File: src/rtl/fetch_pick2_pkg.sv
package fetch_pick2_pkg;
  parameter int unsigned NCTX  = 8;
  parameter int unsigned FW    = 8;
  parameter int unsigned OCC_W = 7;
  localparam int unsigned IDW  = $clog2(NCTX);
  localparam int unsigned SLW  = $clog2(FW + 1);

  typedef struct packed {
    logic           v0;
    logic [IDW-1:0] id0;
    logic [SLW-1:0] g0;
    logic           v1;
    logic [IDW-1:0] id1;
    logic [SLW-1:0] g1;
  } pick_t;
endpackage

File: src/rtl/fetch_pick2_min.sv
module fetch_pick2_min
  import fetch_pick2_pkg::*;
(
  input  logic [NCTX*OCC_W-1:0] occ_i,
  input  logic [NCTX-1:0]       mask_i,
  output logic                  found_o,
  output logic [IDW-1:0]        idx_o
);
  logic [OCC_W-1:0] best;

  // Strict less-than while scanning upward keeps the lower index on ties.
  always_comb begin
    found_o = 1'b0;
    idx_o   = '0;
    best    = '1;
    for (int k = 0; k < int'(NCTX); k++) begin
      if (mask_i[k] && (!found_o || occ_i[k*OCC_W +: OCC_W] < best)) begin
        found_o = 1'b1;
        idx_o   = IDW'(k);
        best    = occ_i[k*OCC_W +: OCC_W];
      end
    end
  end
endmodule

File: src/rtl/fetch_pick2_slots.sv
module fetch_pick2_slots
  import fetch_pick2_pkg::*;
(
  input  logic           v0_i,
  input  logic           v1_i,
  input  logic [SLW-1:0] sup0_i,
  input  logic [SLW-1:0] sup1_i,
  output logic [SLW-1:0] g0_o,
  output logic [SLW-1:0] g1_o
);
  logic [SLW-1:0] left;

  always_comb begin
    g0_o = '0;
    if (v0_i) g0_o = (sup0_i > SLW'(FW)) ? SLW'(FW) : sup0_i;
    left = SLW'(FW) - g0_o;
    g1_o = '0;
    if (v1_i) g1_o = (sup1_i > left) ? left : sup1_i;
  end
endmodule

File: src/rtl/fetch_pick2.sv
module fetch_pick2
  import fetch_pick2_pkg::*;
(
  input  logic                  clk_i,
  input  logic                  rst_n_i,
  input  logic [NCTX*OCC_W-1:0] occ_i,
  input  logic [NCTX-1:0]       active_i,
  input  logic [NCTX-1:0]       stall_i,
  input  logic [NCTX*SLW-1:0]   supply_i,
  output logic                  first_vld_o,
  output logic [IDW-1:0]        first_id_o,
  output logic [SLW-1:0]        first_grant_o,
  output logic                  second_vld_o,
  output logic [IDW-1:0]        second_id_o,
  output logic [SLW-1:0]        second_grant_o
);
  logic [1:0]      rst_pipe;
  logic            rst_q;
  logic [NCTX-1:0] elig, elig2;
  logic            f0, f1;
  logic [IDW-1:0]  i0, i1;
  logic [SLW-1:0]  g0, g1;
  logic            upd_en;
  pick_t           nxt, cur;

  // Reset asserts at once and releases after two clocks.
  always_ff @(posedge clk_i or negedge rst_n_i) begin
    if (!rst_n_i) rst_pipe <= '0;
    else          rst_pipe <= {rst_pipe[0], 1'b1};
  end
  assign rst_q = rst_pipe[1];

  assign elig = active_i & ~stall_i;

  fetch_pick2_min u_min0 (.occ_i(occ_i), .mask_i(elig),  .found_o(f0), .idx_o(i0));

  always_comb begin
    elig2 = elig;
    elig2[i0] = 1'b0;
  end

  fetch_pick2_min u_min1 (.occ_i(occ_i), .mask_i(elig2), .found_o(f1), .idx_o(i1));

  fetch_pick2_slots u_slots (
    .v0_i  (f0),
    .v1_i  (f1),
    .sup0_i(supply_i[i0*SLW +: SLW]),
    .sup1_i(supply_i[i1*SLW +: SLW]),
    .g0_o  (g0),
    .g1_o  (g1)
  );

  always_comb begin
    nxt.v0  = f0;
    nxt.id0 = f0 ? i0 : '0;
    nxt.g0  = g0;
    nxt.v1  = f1;
    nxt.id1 = f1 ? i1 : '0;
    nxt.g1  = g1;
  end

  // A selection is made every cycle.
  assign upd_en = 1'b1;

  always_ff @(posedge clk_i or negedge rst_q) begin
    if (!rst_q)      cur <= '0;
    else if (upd_en) cur <= nxt;
  end

  assign first_vld_o    = cur.v0;
  assign first_id_o     = cur.id0;
  assign first_grant_o  = cur.g0;
  assign second_vld_o   = cur.v1;
  assign second_id_o    = cur.id1;
  assign second_grant_o = cur.g1;
endmodule

File: config.mk
export PLATFORM = sky130hd
export DESIGN_NAME = fetch_pick2
export DESIGN_NICKNAME = d
export VERILOG_FILES = /design/src/rtl/fetch_pick2_pkg.sv /design/src/rtl/fetch_pick2_min.sv /design/src/rtl/fetch_pick2_slots.sv /design/src/rtl/fetch_pick2.sv
export SDC_FILE = /design/constraint.sdc
export NUM_CORES = 1
export LEC_CHECK = 0
export ABC_AREA = 1
export BUFFER_PORTS_ARGS = -buffer_cell sky130_fd_sc_hd__buf_4
export CAP_MARGIN = 20
export CORE_MARGIN = 5
export CORE_UTILIZATION = 45
export DETAILED_ROUTE_END_ITERATION = 10
export PLACE_DENSITY = 0.68
export SLEW_MARGIN = 0
export SYNTH_ARGS = -nofsm -noshare
export SYNTH_HDL_FRONTEND = slang
export SYNTH_SLANG_ARGS = --single-unit
File: constraint.sdc
create_clock -name clk_i -period 0.8 [get_ports clk_i]
set_input_delay 0.12 -clock clk_i [delete_from_list [all_inputs] [get_ports clk_i]]
set_output_delay 0.12 -clock clk_i [all_outputs]
set_load 0.05 [all_outputs]
---- Word level (Yosys, flattened, before mapping) ----
Index checks and enable logic that the tools add are counted.
storage, ports and cells
  latch bits .............................. 0
  RAM bits ................................ 0
  bits in read-only memories .............. 0
  output and inout bits ................... 16
  flip-flop bits (word level) ............. 18
  memories kept ........................... 0
  bits of input ports ..................... 106
operators by class
  divide/modulo/power cells ............... 0
  equality and inequality tests ........... 0
  magnitude comparators ................... 18
  multiply operators ...................... 0
  reduce and logical (&&, ||, !) cells .... 43
  add/sub/neg operators ................... 1
  bitwise logic cells ..................... 4
  muxes and demuxes ....................... 52
  shift operators ......................... 2
operator list
  kind                                                               number
  less-than comparator 7 bit                                         14
  two-way mux 7 bit                                                  14
  indexed part select 32 x 6 -> 4 bit                                2
  two-way mux 3 bit                                                  10
  two-way mux 1 bit                                                  19
  AND 8 bit                                                          2
  two-way mux 4 bit                                                  4
  NOT 8 bit                                                          2
  logical AND 1 bit                                                  15
  logical NOT 1 bit                                                  14
  logical OR 1 bit                                                   14
  two-way mux 2 bit                                                  4
  greater-than comparator 4 bit                                      1
  greater-than comparator 4 bit, second input constant               1
  less-than comparator 3 x 4 -> 1 bit, second input constant         1
  subtractor 4 bit, first input constant                             1
  demux 1 bit (select 3 bit)                                         1
  greater-or-equal comparator 3 x 1 -> 1 bit, second input constant  1

---- Depth between registers and ports, before layout ----
  depth after elaboration ................. 70
  mapped depth ............................ 167
  depth with buffers taken out ............ 155

---- Cells and area by module ----
Synthesis repeated with hierarchy kept, for this count alone.
second synthesis, totals
  cell total of the unflattened synthesis .. 1114
  area total of the unflattened synthesis .. 5938.2 um2
modules (own cells, without submodules)
  module             cells each  area an instance (um2)  times used
  fetch_pick2_min    403         2123.3                  2
  fetch_pick2        259         1430.1                  1
  fetch_pick2_slots  49          261.5                   1

---- Least setup slack after synthesis ----
OpenSTA, ideal clock, no wires.
  path type ............................... in2reg
  start point ............................. in active_i[0]
  end point ............................... reg cur (netlist bit second_grant_o[0])
  required time ........................... 0.737 ns
  path slack .............................. -16.962 ns
  arrival ................................. 17.699 ns
  path buffers ............................ 14
  cell stages on the path ................. 149
  path through ............................ inv_2 > nor2_4 > inv_1 > nor2_1 > ha_1 > nand4_1 > nand2_1 > a21oi_1 > nand2_1 > nand2_4 > nand2_4 > buf_8 > o21ai_0 > ha_1 > nand4_1 > nand2_1 > a21oi_1 > nand2_1 > (+113 left out) > nand2_4 > nand2_8 > nand2_8 > buf_12 > nand2_1 > nand3_1 > nand3_1 > nand2_1 > inv_1 > ha_1 > nand2_1 > inv_1 > o21ai_0 > a32oi_1 > inv_1 > nand3_1 > nand2_1 > inv_1
between the ends
  cells in the longest elaborated chain, start to end .. 69
  elaborated cells on any way between the ends .. 117
RTL lines
  element                                                          RTL line                 text
  start, declared                                                  fetch_pick2.sv:7         input logic [NCTX-1:0] active_i,
  AND 8 bit (*)                                                    fetch_pick2.sv:33        assign elig = active_i & ~stall_i;
  two-way mux 7 bit or two-way mux 1 bit (tied branches)           fetch_pick2_min.sv:17    if (mask_i[k] && (!found_o || occ_i[k*OCC_W +: OCC_W] < best)) begin
  less-than comparator 7 bit or logical NOT 1 bit (tied branches)  fetch_pick2_min.sv:17
  logical OR 1 bit                                                 fetch_pick2_min.sv:17
  logical AND 1 bit                                                fetch_pick2_min.sv:17
  two-way mux 7 bit or two-way mux 1 bit (tied branches)           fetch_pick2_min.sv:17
  less-than comparator 7 bit or logical NOT 1 bit (tied branches)  fetch_pick2_min.sv:17
  logical OR 1 bit                                                 fetch_pick2_min.sv:17
  (+54 left out)                                                   -
  logical OR 1 bit                                                 fetch_pick2_min.sv:17
  logical AND 1 bit                                                fetch_pick2_min.sv:17
  two-way mux 3 bit                                                fetch_pick2_min.sv:17
  indexed part select 32 x 6 -> 4 bit                              fetch_pick2.sv:48        .sup1_i(supply_i[i1*SLW +: SLW]),
  greater-than comparator 4 bit                                    fetch_pick2_slots.sv:18  if (v1_i) g1_o = (sup1_i > left) ? left : sup1_i;
  two-way mux 4 bit                                                fetch_pick2_slots.sv:18
  two-way mux 4 bit (*)                                            fetch_pick2_slots.sv:18
  net g1[0]                                                        fetch_pick2.sv:22        logic [SLW-1:0] g0, g1;
  end signal, assigned                                             fetch_pick2.sv:67        else if (upd_en) cur <= nxt;
  end, declared                                                    fetch_pick2.sv:24        pick_t nxt, cur;
The timed path passes the listed nets; every way through them passes the cells marked *.

---- Final worst setup path ----
  start point ............................. in active_i[0]
  end point ............................... reg cur (netlist bit second_grant_o[1])
The elaborated chain is that of the path after synthesis.

==> insert_results.sql <==
INSERT INTO impl_metrics (metric_group, metric, value, unit) VALUES
('logic_synthesis', 'synth_largest_type_area_fraction', '0.200', ''),
('worst_setup_path', 'timing.critical_path.slowest_stage_cell', 'ha_1', ''),
('pwr', 'power.total', '20.1', 'mW'),
('floorplanning', 'floorplan.die.width', '122', 'microns'),
('placement', 'numPortBuffers', '121', ''),
('pwr', 'switching_share', '0.523', ''),
('timing', 'worst_clock_skew', '0.00114', 'ns'),
('pwr', 'p_int', '9.61', 'mW'),
('worst_hold_path', 'hold_path.class', 'primary input to async pin', ''),
('logic_synthesis', 'synth_cell_type_count', '41', ''),
('worst_setup_path', 'worst_ep_arrival_time', '17.32', 'ns'),
('global_route', 'gr-usage-all-layers', '0.328', ''),
('timing', 'hold_viol_final', '0', ''),
('logic_synthesis', 'ys_seq_area_frac', '0.0804', ''),
('layout', 'drive_gt1_frac', '0.544', ''),
('global_route', 'first_global_vias', '8712', ''),
('logic_synthesis', 'postSynthCellCount', '1005', ''),
('cts', 'cts-buffers-inserted', '3', ''),
('floorplanning', 'die-area', '14800', 'sq um'),
('worst_setup_path', 'category_of_the_worst_setup_path_launch_point', 'primary input', ''),
('pwr', 'power.share.sequential', '0.069', ''),
('logic_synthesis', 'syn_area', '5600', 'sq um'),
('floorplanning', 'row_count', '40', ''),
('pwr', 'power_switching', '10.5', 'mW'),
('timing', 'maxSlewViolCount', '0', ''),
('drt', 'totalWireLength', '32.0', 'mm'),
('logic_synthesis', 'yosys-top-cells-area', 'nand2_1, nand3_1, ha_1', ''),
('drt', 'drcViolationCount', '0', ''),
('logic_synthesis', 'synth_edf_count', '0', ''),
('global_route', 'globalRoute.totalOverflow', '0', ''),
('placement', 'place.gp.congestion', '0.921', ''),
('pwr', 'pwr-share-clk', '0.058', ''),
('cts', 'clock-root-buffer', 'clkbuf_16', ''),
('timing', 'fin_crit_share', '21.4', ''),
('logic_synthesis', 'yosys_warnings', '0', ''),
('cts', 'ctsHtreeMaxLevel', '1', ''),
('cts', 'clk_pin_slew_worst_paths', '0.06', 'ns'),
('cts', 'worstSkewPairLatency', '0.26', 'ns'),
('pwr', 'ir_worst_vdd', '1.72', 'mV'),
('drt', 'antenna_left', '0', ''),
('placement', 'place_hpwl', '17.9', 'mm'),
('pwr', 'total_leakage_power', '6.00', 'nW'),
('layout', 'area_delta_synth_final', '96.3', '%'),
('floorplanning', 'floorplan.io_pins', '122', ''),
('timing', 'post-route-worst-setup-slack', '-16.33', 'ns'),
('global_route', 'pin_count_of_the_biggest_net_entering_global_routing', '17', ''),
('cts', 'cts.path.max_buffers', '2', ''),
('global_route', 'antenna_violations_before_repair', '1', ''),
('drt', 'iteration_0_drc_markers', '1463', ''),
('worst_setup_path', 'slowest_delay', '0.35', 'ns'),
('cts', 'cts_tree', 'built', ''),
('worst_setup_path', 'timing_worst_setup_path_type', 'primary input to flip-flop', ''),
('floorplanning', 'fp.coreArea', '12100', 'sq um'),
('worst_setup_path', 'crit_fanout', '10', ''),
('pwr', 'power.density_cell_area', '1830', 'nW/um^2'),
('logic_synthesis', 'synth_flop_cell', 'dfrtp_1', ''),
('placement', 'place_ws', '-15.49', 'ns'),
('floorplanning', 'die_h', '122', 'microns'),
('worst_setup_path', 'worstPathRequired', '1.00', 'ns'),
('drt', 'drt_pre_antenna_iters', '8', ''),
('logic_synthesis', 'postSynthAreaPerCell', '5.57', 'sq um'),
('logic_synthesis', 'yosys_register_bits', '18', ''),
('floorplanning', 'effective_utilization_at_floorplan', '0.462', ''),
('timing', 'rsz0062_at_grt', 'yes', ''),
('status', 'run_status', 'finished, violations left', ''),
('drt', 'routedWlPerCell', '19.3', 'microns'),
('global_route', 'grt_first_pass_wirelength', '40.1', 'mm'),
('pwr', 'comb_power_share', '0.874', ''),
('timing', 'timing.fmax', '58.4', 'MHz'),
('worst_setup_path', 'critical_path.most_common_cell', 'nand2_1', ''),
('logic_synthesis', 'post-synth-top-area-cell', 'nand2_1', ''),
('worst_setup_path', 'timing.critical_path.to_type', 'flip-flop', ''),
('timing', 'count_of_endpoints_failing_setup_in_the_final_report', '32', ''),
('run', 'timing.max_cap.violations', '0', ''),
('logic_synthesis', 'synth_commonest_cells', 'nand2_1, nand3_1, inv_1, nand2_2, nor2_1', ''),
('logic_synthesis', 'yosys.cell_count.top_type', 'nand2_1', ''),
('status', 'failed_checks', 'setup timing', ''),
('logic_synthesis', 'synth-async-reset-ratio', '1.00', ''),
('drt', 'num_vias', '9885', ''),
('cts', 'clkSinkCount', '18', ''),
('logic_synthesis', 'synthesis.nets', '1160', ''),
('layout', 'num-nets-final', '1644', ''),
('drt', 'drt-vias-per-instance', '5.97', ''),
('timing', 'layout_min_cycle_time', '17.13', 'ns');
## per-stage QoR
stage                     instances  hold WS, ns   util  setup TNS, ns  instance area [sq um]
after floorplan                1005       -0.176      -        -168.89                   5960
after global placement         1571      -0.0961  0.747        -166.54                   9050
after detailed placement       1571      -0.0925  0.747        -171.33                   9050
after CTS                      1637        0.190  0.836        -161.72                  10100
after global routing           1656        0.211  0.907        -189.25                  11000
final                          1657        0.192  0.908        -180.01                  11000
## cells by family after synthesis
family,after synthesis,share of synthesized area
compound gates,96,0.0972
xor+xnor,1,0.00156
fa+ha+maj,49,0.109
buf+inv,176,0.144
flops,18,0.0804
other cells,1,0.000670
simple gates,664,0.566
## per-layer routing
metal  track usage  up-vias  part of all wire
met5             0        -                 0
met4         0.149        0             0.081
met3        0.0450      314              0.11
met2         0.598      898              0.47
met1         0.377     4431              0.34
li1              -     4242                 -
## state kept, by name, summed over array words and instances, names as in the netlist
register,cells
first_id_o,3
rst_pipe,2
second_vld_o,1
first_grant_o,4
second_grant_o,4
second_id_o,3
first_vld_o,1
## worst max-delay path, delay by kind of cell
family | cells | cell delay [ns]
AND/OR/NAND/NOR | 89 | 8.43
AO/OA/AOI/OAI | 25 | 3.20
buffers and inverters | 20 | 1.84
adder cells (fa/ha/maj) | 14 | 3.62
## final timing paths
kind	startpoint	endpoint	slack, ns	cells past startpoint
setup / recovery	active_i[0]	second_grant_o[1]	-16.33	148
hold / removal	rst_n_i	rst_pipe[1]	0.19	2
setup reg to reg	rst_pipe[0]	rst_pipe[1]	0.33	0
hold reg to reg	rst_pipe[1]	first_id_o[1]	0.23	1
max in group asynchronous	rst_pipe[1]	second_grant_o[0]	0.38	1
min in group clk_i	rst_pipe[0]	rst_pipe[1]	0.35	0
## power by group through the flow
stage	clock (mW)	sequential, mW	combinational, mW
floorplan	0	2.27	6.30
global placement	0	1.29	11.7
detailed placement	0	1.30	11.9
CTS	1.08	1.35	14.0
global route	1.18	1.39	18.5
finish	1.16	1.38	17.6
## layout by cell type (no fill, tap or decap), drive strengths merged
cell and n:
buf 488, nand2 381, nand3 208, inv 148, nor2 63, ha 49
o21ai 49, a21oi 24, dfrtp 18, clkinv 11, nand4 11, o21bai 8
a211oi 4, o22ai 4, clkbuf 4, o221ai 3, nor4 3, nor3 2
diode 1, o211ai 1, a21boi 1, a31oi 1, or2 1, xor2 1
or4 1, and2 1, a32oi 1, dlygate4sd3 1, conb 1
## layout make-up
class | count | area [sq um]
sequential | 18 | 450
clock buffer | 4 | 88.8
timing repair buffer | 489 | 3810
tap | 168 | 210
inverter | 159 | 611
multi-input combinational | 818 | 5820
fill | 528 | 1120
antenna | 1 | 2.50
## repair_timing
item / in CTS / in global routing
endpoints found under the hold margin: 2 / 0
setup buffers: 56 / 20
gates resized for setup: 131 / 150
hold buffers: 1 / 0
cloned: 7 / 0
setup endpoints to repair: 32 / 32
pin swaps: 41 / 98
(Power assumes the default switching activity.)
